--- config.mk ---
export PLATFORM = sky130hd
export DESIGN_NAME = nan_sel32
export DESIGN_NICKNAME = d
export VERILOG_FILES = /design/src/rtl/nan_sel32.sv
export SDC_FILE = /design/constraint.sdc
export NUM_CORES = 1
export LEC_CHECK = 0
export BUFFER_PORTS_ARGS = -buffer_cell sky130_fd_sc_hd__clkbuf_2
export CORE_UTILIZATION = 45
export CTS_CLUSTER_DIAMETER = 30
export DETAILED_ROUTE_END_ITERATION = 6
export PLACE_DENSITY_LB_ADDON = 0.15
export SETUP_SLACK_MARGIN = 0.2
export SYNTH_ARGS = -nofsm -noshare
export SYNTH_HDL_FRONTEND = slang
export SYNTH_SLANG_ARGS = --single-unit
--- constraint.sdc ---
create_clock -name clk -period 0.8 [get_ports clk]
set_input_delay 0.16 -clock clk [delete_from_list [all_inputs] [get_ports clk]]
set_output_delay 0.16 -clock clk [all_outputs]
set_load 0.01 [all_outputs]
--- src/rtl/nan_sel32.sv ---
module nan_sel32 #(
  parameter bit REG_OUT = 1'b1
) (
  input  logic        clk,
  input  logic        rst_n,
  input  logic        vld_i,
  input  logic [31:0] op_a,
  input  logic [31:0] op_b,
  input  logic [1:0]  policy,
  input  logic        dflt_en,
  output logic        vld_o,
  output logic [31:0] res_o,
  output logic        inv_o
);
  localparam int          QBIT     = 22;
  localparam int          EXP_LSB  = 23;
  localparam int          EXP_MSB  = 30;
  localparam logic [31:0] DFLT_NAN = 32'h7FC0_0000;
  localparam logic [31:0] QMASK    = 32'h1 << QBIT;

  logic a_top, b_top, a_nan, b_nan, a_q, b_q, a_s, b_s;
  logic [31:0] a_mag, b_mag;
  logic a_big, pick_b;
  logic [31:0] nxt_res;
  logic nxt_inv;

  assign a_top = &op_a[EXP_MSB:EXP_LSB];
  assign b_top = &op_b[EXP_MSB:EXP_LSB];
  assign a_nan = a_top & (|op_a[QBIT:0]);
  assign b_nan = b_top & (|op_b[QBIT:0]);
  assign a_q   = a_top & op_a[QBIT];
  assign b_q   = b_top & op_b[QBIT];
  assign a_s   = a_nan & ~op_a[QBIT];
  assign b_s   = b_nan & ~op_b[QBIT];

  assign a_mag = {op_a[30:0], 1'b0};
  assign b_mag = {op_b[30:0], 1'b0};
  assign a_big = (a_mag > b_mag) | ((a_mag == b_mag) & (op_a < op_b));

  always_comb begin
    unique case (policy)
      2'd0, 2'd1: begin
        if (a_s)      pick_b = 1'b0;
        else if (b_s) pick_b = 1'b1;
        else if (a_q) pick_b = 1'b0;
        else          pick_b = 1'b1;
      end
      2'd2: pick_b = ~a_nan;
      default: begin
        if (a_s)      pick_b = b_s ? ~a_big : b_q;
        else if (a_q) pick_b = (b_s | ~b_q) ? 1'b0 : ~a_big;
        else          pick_b = 1'b1;
      end
    endcase
  end

  assign nxt_inv = a_s | b_s;
  assign nxt_res = (dflt_en | ~(a_nan | b_nan)) ? DFLT_NAN
                 : ((pick_b ? op_b : op_a) | QMASK);

  generate
    if (REG_OUT) begin : g_reg
      always_ff @(posedge clk or negedge rst_n) begin
        if (!rst_n) begin
          vld_o <= 1'b0;
          res_o <= '0;
          inv_o <= 1'b0;
        end else begin
          vld_o <= vld_i;
          res_o <= nxt_res;
          inv_o <= nxt_inv;
        end
      end
    end else begin : g_comb
      assign vld_o = vld_i;
      assign res_o = nxt_res;
      assign inv_o = nxt_inv;
    end
  endgenerate
endmodule

* Word level (Yosys, flattened, before mapping)
Index checks and enable logic that the tools add are counted.
Cells by class: bitwise gates (word level) 18, $lt $le $gt $ge 2, equality and inequality tests 3, mux-type cells 10, reduce and logical (&&, ||, !) cells 6
Operators with widths (number):
- two-way mux 32 bit | 2
- OR reduction 23 bit | 2
- > comparator 32 bit | 1
- < comparator 32 bit | 1
- equality test 31 bit | 1
- AND reduction 8 bit | 2
- AND 1 bit | 7
- two-way mux 1 bit | 7
- inverter 1 bit | 6
- bitwise OR 1 bit | 5
- equality test 2 x 1 -> 1 bit (second input constant) | 1
- equality test 2 bit (second input constant) | 1
- zero test 2 bit | 1
- case mux 1 bit (2 select lines) | 1
- OR reduction 2 bit | 1
Storage, ports and cells: register bits 34, output and inout port bits 34

* Longest topological paths before layout
Gate-level depths: netlist (run 1).
depth after elaboration 10, gate-level depth with buffers 11, depth with buffers taken out 10

* Worst setup path before layout (run 1)
No wires, ideal clock.
kind input-to-reg, start input op_b[1], end register res_o[10], data arrival time 2080 ps, path slack -1412 ps, path buffers 1, cell stages on the path 11, required time 668 ps, library setup time 132 ps, cells stage by stage inv_1 ha_1 nor2b_4 o211ai_2 a21oi_1 or4_4 o31ai_2 nand3_2 buf_6 mux2i_1 nor2_1
On the way: word-level cells in the longest chain between the ends 10
Ends and longest elaborated chain:
- from (decl) | line 8 | input logic [31:0] op_b,
- < comparator 32 bit (tied with other cells) | line 38 | assign a_big = (a_mag > b_mag) | ((a_mag == b_mag) & (op_a < op_b));
- AND 1 bit, on equally long branches | line 38, 30
- bitwise OR 1 bit or AND 1 bit (tied branches) | line 38, 34
- inverter 1 bit or bitwise OR 1 bit (tied branches) | line 50, 51
- two-way mux 1 bit (2 in a row) | line 51 | else if (a_q) pick_b = (b_s | ~b_q) ? 1'b0 : ~a_big;
- two-way mux 1 bit | line 50 | if (a_s) pick_b = b_s ? ~a_big : b_q;
- case mux 1 bit (2 select lines) | line 41 | unique case (policy)
- two-way mux 32 bit | line 59 | : ((pick_b ? op_b : op_a) | QMASK);
- two-way mux 32 bit * | line 58 | assign nxt_res = (dflt_en | ~(a_nan | b_nan)) ? DFLT_NAN
- via nxt_res[10] | line 24 | logic [31:0] nxt_res;
- to (signal assigned) | line 70 | res_o <= nxt_res;
- to (decl) | line 12 | output logic [31:0] res_o,
Mark *: on every way through the listed nets, which the timed path passes. The rest lies on a longest branch.

* Worst setup path in the final report (run 1)
start input op_b[1], end register res_o[3]
The elaborated chain is that of the path after synthesis.

==> flow_summary_export.csv, run 1 <==
group,metric,value,unit
outcome,status,"complete, but fails checks",
outcome,failed_checks,"hold timing, setup timing",
floorplan,core_area,4880,µm²
routing,final_antenna_net_count,0,
floorplan,rows,25,
clock_network,ctsHoldBuffers,1,
power_and_ir_drop,leakage,0.00233,µW
place,hpwl,5570,µm
cells_and_area,syn_to_final_growth,88.9,%
global_routing,grt_util_met3,7.32,%
synthesis,synth_area,2340,µm²
timing,setup_viol,58,
global_routing,grtUsageTotal,28.1,%
global_routing,grtUsageMet1,30.6,%
global_routing,antenna_found_initial,0,
cells_and_area,fin_area,4420,µm²
synthesis,ys_seq_elements,34,
clock_network,numCtsBuffers,5,
floorplan,die_y,74.1,µm
cells_and_area,num-fill-cells,205,
synthesis,synthCells,253,
timing,clock.fmax,0.427,GHz
global_routing,grt_pass1_vias,2646,
cells_and_area,utilization,90.7,%
critical_path,start_kind,"input pin",
timing,hold_slack,-0.0266,ns
timing,slew_violations,0,
clock_network,clkSinkCount,34,
floorplan,io-pin-count,104,
worst_hold_path,whs_endpoint,"vld_o",
global_routing,grt_util_met2,52.0,%
timing,rsz0062_at_grt,"true",
synthesis,yosysSeqAreaShare,36.3,%
synthesis,yosys_warnings,0,
routing,routed_wl,11000,µm
synthesis,synth.distinct_cells,36,
floorplan,die_w,74.1,µm
critical_path,worstSetupPathType,"input pin to register",
worst_hold_path,whs_path_depth,1,
cells_and_area,nets,552,
power_and_ir_drop,ir_drop,0.828,mV
worst_hold_path,min_from,"vld_i",
cells_and_area,final_common_cell,"clkbuf_2",
cells_and_area,antenna_cells,0,
routing,drc,0,
place,io_buffers,103,
synthesis,synth_edf_count,0,
global_routing,grt_first_pass_wirelength,11800,µm
clock_network,cts_tree,"done",
synthesis,synthArstFlopShare,100,%
cells_and_area,mostFrequentLayoutCells,"clkbuf_2 (80), buf_4 (76), dfrtp_1 (34)",
place,dpl_cell_area,3680,µm²
floorplan,die_area,5500,µm²
routing,wl_per_cell,21.3,µm
power_and_ir_drop,p_per_area,1230,nW/µm²
critical_path,crit_arrival,2.52,ns
critical_path,cp_max_fo,6,
critical_path,cp.required,0.97,ns
floorplan,start_util,48.0,%
clock_network,cts_max_level,2,
routing,via_per_inst,5.93,
routing,drt-pass1-iter-count,5,
clock_network,cts_buffer_depth,2,
clock_network,cts_root_buf,"clkbuf_8",
timing,setup_ws,-1.54,ns
synthesis,synth_area_per_cell,9.26,µm²
worst_hold_path,hold_class,"input pin to register",
place,place_congestion,0.944,
synthesis,synthFlopType,"dfrtp_1",
routing,vias,3072,
timing,period_share,293,%
clock_network,clk_pin_slew,0.08,ns
critical_path,worst_setup_path_end_kind,"register",
timing,period_minus_slack,2.34,ns
global_routing,grt_max_degree,35,
timing,finalSetupTns,-38.09,ns
global_routing,grt.busiest_layer,"met2",
global_routing,gr-total-overflow,0,
timing,hold_viol,1,
cells_and_area,final_layout_size_suffix_gt1_share,58.3,%
power_and_ir_drop,power,5460,µW
flow_run,drv_cap,0,
routing,first_iter_violations,237,
## cells in the mapped netlist (2+ instances only)
cell type / instances / share of area (%)
a21o_1: 3 / 0.96
a21oi_1: 18 / 3.8
and3_1: 2 / 0.53
buf_6: 2 / 0.96
clkbuf_1: 2 / 0.32
dfrtp_1: 34 / 36
ha_1: 32 / 17
inv_1: 34 / 5.4
mux2i_1: 23 / 9.8
nand2_1: 12 / 1.9
nand3_1: 4 / 0.85
nand4_1: 12 / 3.2
nor2_1: 29 / 4.6
nor3_1: 5 / 1.1
nor4_1: 11 / 2.9
o2111ai_1: 2 / 0.75
o211ai_1: 2 / 0.64
o21ai_0: 4 / 0.85
o21ai_1: 4 / 0.85
o21bai_1: 2 / 0.64
## registers in the layout, indices dropped and copies added, names as in the netlist
name and flops:
vld_o 1, inv_o 1, res_o 32
## through the flow
stage          instances  setup WS (ns)
5_1_grt              518          -1.60
4_1_cts              511          -1.20
3_5_place_dp         500          -1.53
3_3_place_gp         500          -1.51
2_1_floorplan        261          -1.27
6_report             518          -1.54
## logic make-up after synthesis
group | count (synthesis) | share of synthesized area, %
and+or+nand+nor | 81 | 17.6
other | 1 | 0.160
AOI/OAI and AO/OA | 44 | 12.2
adders and majority gates | 32 | 17.1
muxes | 23 | 9.83
buffers and inverters | 38 | 6.73
DFF | 34 | 36.3
## worst max path at each step
stage	to	slack, ns	from	cells past startpoint
floorplan	res_o[10]	-1.27	op_b[22]	11
global placement	res_o[1]	-1.51	op_b[25]	12
detailed placement	res_o[9]	-1.53	op_b[21]	12
CTS	res_o[17]	-1.20	op_b[1]	12
global route	res_o[18]	-1.60	op_b[1]	12
finish	res_o[3]	-1.54	op_b[1]	12
## critical path: stages
cell,delay [ns]
buf_8,0.10
inv_4,0.06
ha_4,0.21
nor2b_4,0.13
o211ai_2,0.18
a21oi_1,0.10
or4_4,0.45
o31ai_4,0.33
nand3_4,0.22
buf_16,0.21
mux2i_1,0.26
nor2_1,0.09
## per-layer routing
metal | up-vias | part of all wire (%)
li1 | 1295 | -
met1 | 1420 | 33
met2 | 262 | 49
met3 | 95 | 8.6
met4 | 0 | 9.4
met5 | - | 0
## where the power goes
| part | switching [µW] | internal (µW) | total, µW |
|---|---|---|---|
| sequential | 9.46 | 1740 | 1750 |
| clock | 719 | 1250 | 1970 |
| combinational | 856 | 882 | 1740 |
| total | 1580 | 3880 | 5460 |
## timing repair
item	4_1_cts	5_1_grt
resized for setup	14	94
endpoints found under the hold margin	35	1
pin swaps	6	26
endpoints found under the setup margin	58	58
cloned	1	1
buffers inserted	1	6
## area by class of cell
class | instances | area, µm² | area share [%]
clock inverter | 3 | 68.8 | 1.56
multi-input combinational | 189 | 1830 | 41.4
clock buffer | 5 | 68.8 | 1.56
timing repair buffer | 186 | 1380 | 31.2
inverter | 34 | 141 | 3.20
tap | 67 | 83.8 | 1.89
sequential | 34 | 851 | 19.2
(Power assumes the default switching activity.)
==> run 2: changes to the inputs <==
MAX_ROUTING_LAYER = met4   (was not set)
==> flow_summary_export.csv, run 2 (synthesis gave the netlist of run 1 again) <==
group,metric,value,unit
power_and_ir_drop,leakage,0.00230,µW
cells_and_area,final_cells,515,
global_routing,grt_first_pass_wirelength,11700,µm
floorplan,rows,25,
power_and_ir_drop,ir_drop,0.906,mV
place,dp_cells,501,
clock_network,ctsHoldBuffers,1,
floorplan,die_w,74.1,µm
place,dpl_cell_area,3690,µm²
critical_path,worst_setup_path_end_kind,"register",
timing,setup_viol,58,
outcome,status,"complete, but fails checks",
clock_network,cts_tree,"done",
cells_and_area,mostFrequentLayoutCells,"clkbuf_2 (89), buf_4 (71), dfrtp_1 (34)",
timing,clock.fmax,0.456,GHz
clock_network,clk_pin_slew,0.07,ns
critical_path,cp_max_fo,5,
timing,period_share,274,%
place,place_congestion,0.926,
outcome,failed_checks,"hold timing, setup timing",
cells_and_area,antenna_cells,0,
flow_run,drv_cap,0,
critical_path,crit_arrival,2.36,ns
cells_and_area,num-fill-cells,260,
timing,rsz0062_at_grt,"true",
routing,routed_wl,8260,µm
place,hpwl,5680,µm
floorplan,die_area,5500,µm²
timing,hold_viol,1,
clock_network,cts_max_level,2,
clock_network,numCtsBuffers,5,
global_routing,antenna_found_initial,0,
critical_path,worstSetupPathType,"input pin to register",
global_routing,grt_pass1_vias,2608,
timing,hold_slack,-0.0161,ns
cells_and_area,nets,549,
cells_and_area,largest_reg_flops,32,
clock_network,cts_root_buf,"clkbuf_8",
cells_and_area,fin_area,4260,µm²
floorplan,start_util,48.0,%
cells_and_area,syn_to_final_growth,81.7,%
cells_and_area,final_layout_size_suffix_gt1_share,54.0,%
timing,setup_ws,-1.39,ns
global_routing,grt_max_degree,35,
floorplan,die_y,74.1,µm
cells_and_area,final_common_cell,"clkbuf_2",
floorplan,io-pin-count,104,
floorplan,core_area,4880,µm²
timing,period_minus_slack,2.19,ns
global_routing,gr-total-overflow,0,
cells_and_area,regMostFlops,"res_o",
routing,first_iter_violations,139,
routing,vias,2784,
cells_and_area,reg_top3,"res_o: 32 flops, inv_o: 1 flops, vld_o: 1 flops",
clock_network,cts_buffer_depth,2,
routing,drt-pass1-iter-count,4,
worst_hold_path,hold_class,"input pin to register",
place,io_buffers,103,
critical_path,start_kind,"input pin",
timing,slew_violations,0,
power_and_ir_drop,p_per_area,1220,nW/µm²
critical_path,cp.required,0.96,ns
routing,wl_per_cell,16.0,µm
clock_network,clkSinkCount,34,
routing,via_per_inst,5.41,
global_routing,grtUsageTotal,29.1,%
routing,final_antenna_net_count,0,
routing,drc,0,
-- run 2: final cells by class --
type                    count  area, µm²  area share [%]
multi-input cells         189       1720            40.4
repair buffers            183       1320            31.0
flip-flops and latches     34        851            20.0
inverters                  34        144            3.38
well taps                  67       83.8            1.97
clock buffers               5       68.8            1.62
clock inverters             3       68.8            1.62
-- run 2: timing repair --
item / CTS / global route
gates cloned: 1 / 1
endpoints found under the hold margin: 35 / 1
setup buffers: 2 / 1
pin swaps: 5 / 12
resized for setup: 19 / 53
setup endpoints to repair: 58 / 58
-- run 2: worst max-delay path, cell delays in order --
cell	delay [ns]
clkbuf_2	0.09
inv_1	0.05
ha_1	0.30
nand4_1	0.24
nor4_2	0.33
o21ai_1	0.15
a2111oi_4	0.27
o31ai_4	0.14
nand3_4	0.16
clkbuf_16	0.18
mux2i_1	0.20
nor2_1	0.08
-- run 2: path summary, 6_finish.rpt --
kind	startpoint	cells after the start	end	slack [ns]
worst max-delay path	op_b[10]	12	res_o[15]	-1.39
worst min-delay path	vld_i	1	vld_o	-0.02
max in group asynchronous	rst_n	3	res_o[10]	0.26
min in group asynchronous	rst_n	3	res_o[8]	0.37
-- run 2: metrics by stage --
| step | power, µW | worst slack, ns | utilization (%) | TNS, ns |
|---|---|---|---|---|
| after global placement | 3000 | -1.51 | 75.6 | -35.06 |
| final | 5190 | -1.39 | 87.2 | -35.08 |
| after global routing | 5390 | -1.47 | 87.2 | -38.19 |
| after detailed placement | 3040 | -1.58 | 75.6 | -36.55 |
| after floorplan | 2310 | -1.27 | - | -28.95 |
| after CTS | 5010 | -1.26 | 81.6 | -32.70 |
-- run 2: routing by layer --
metal | share of wire [%] | track usage (%)
met4 | 2.7 | 7.91
met2 | 53 | 54.2
met1 | 38 | 31.5
met3 | 6.7 | 5.15
met5 | 0 | -
-- run 2: where the power goes --
group	total (µW)	leakage, µW	switching [µW]	internal, µW
registers	1750	0.000452	6.34	1750
logic	1530	0.00178	727	798
clock network	1910	0.0000683	665	1250
total	5190	0.00230	1400	3790
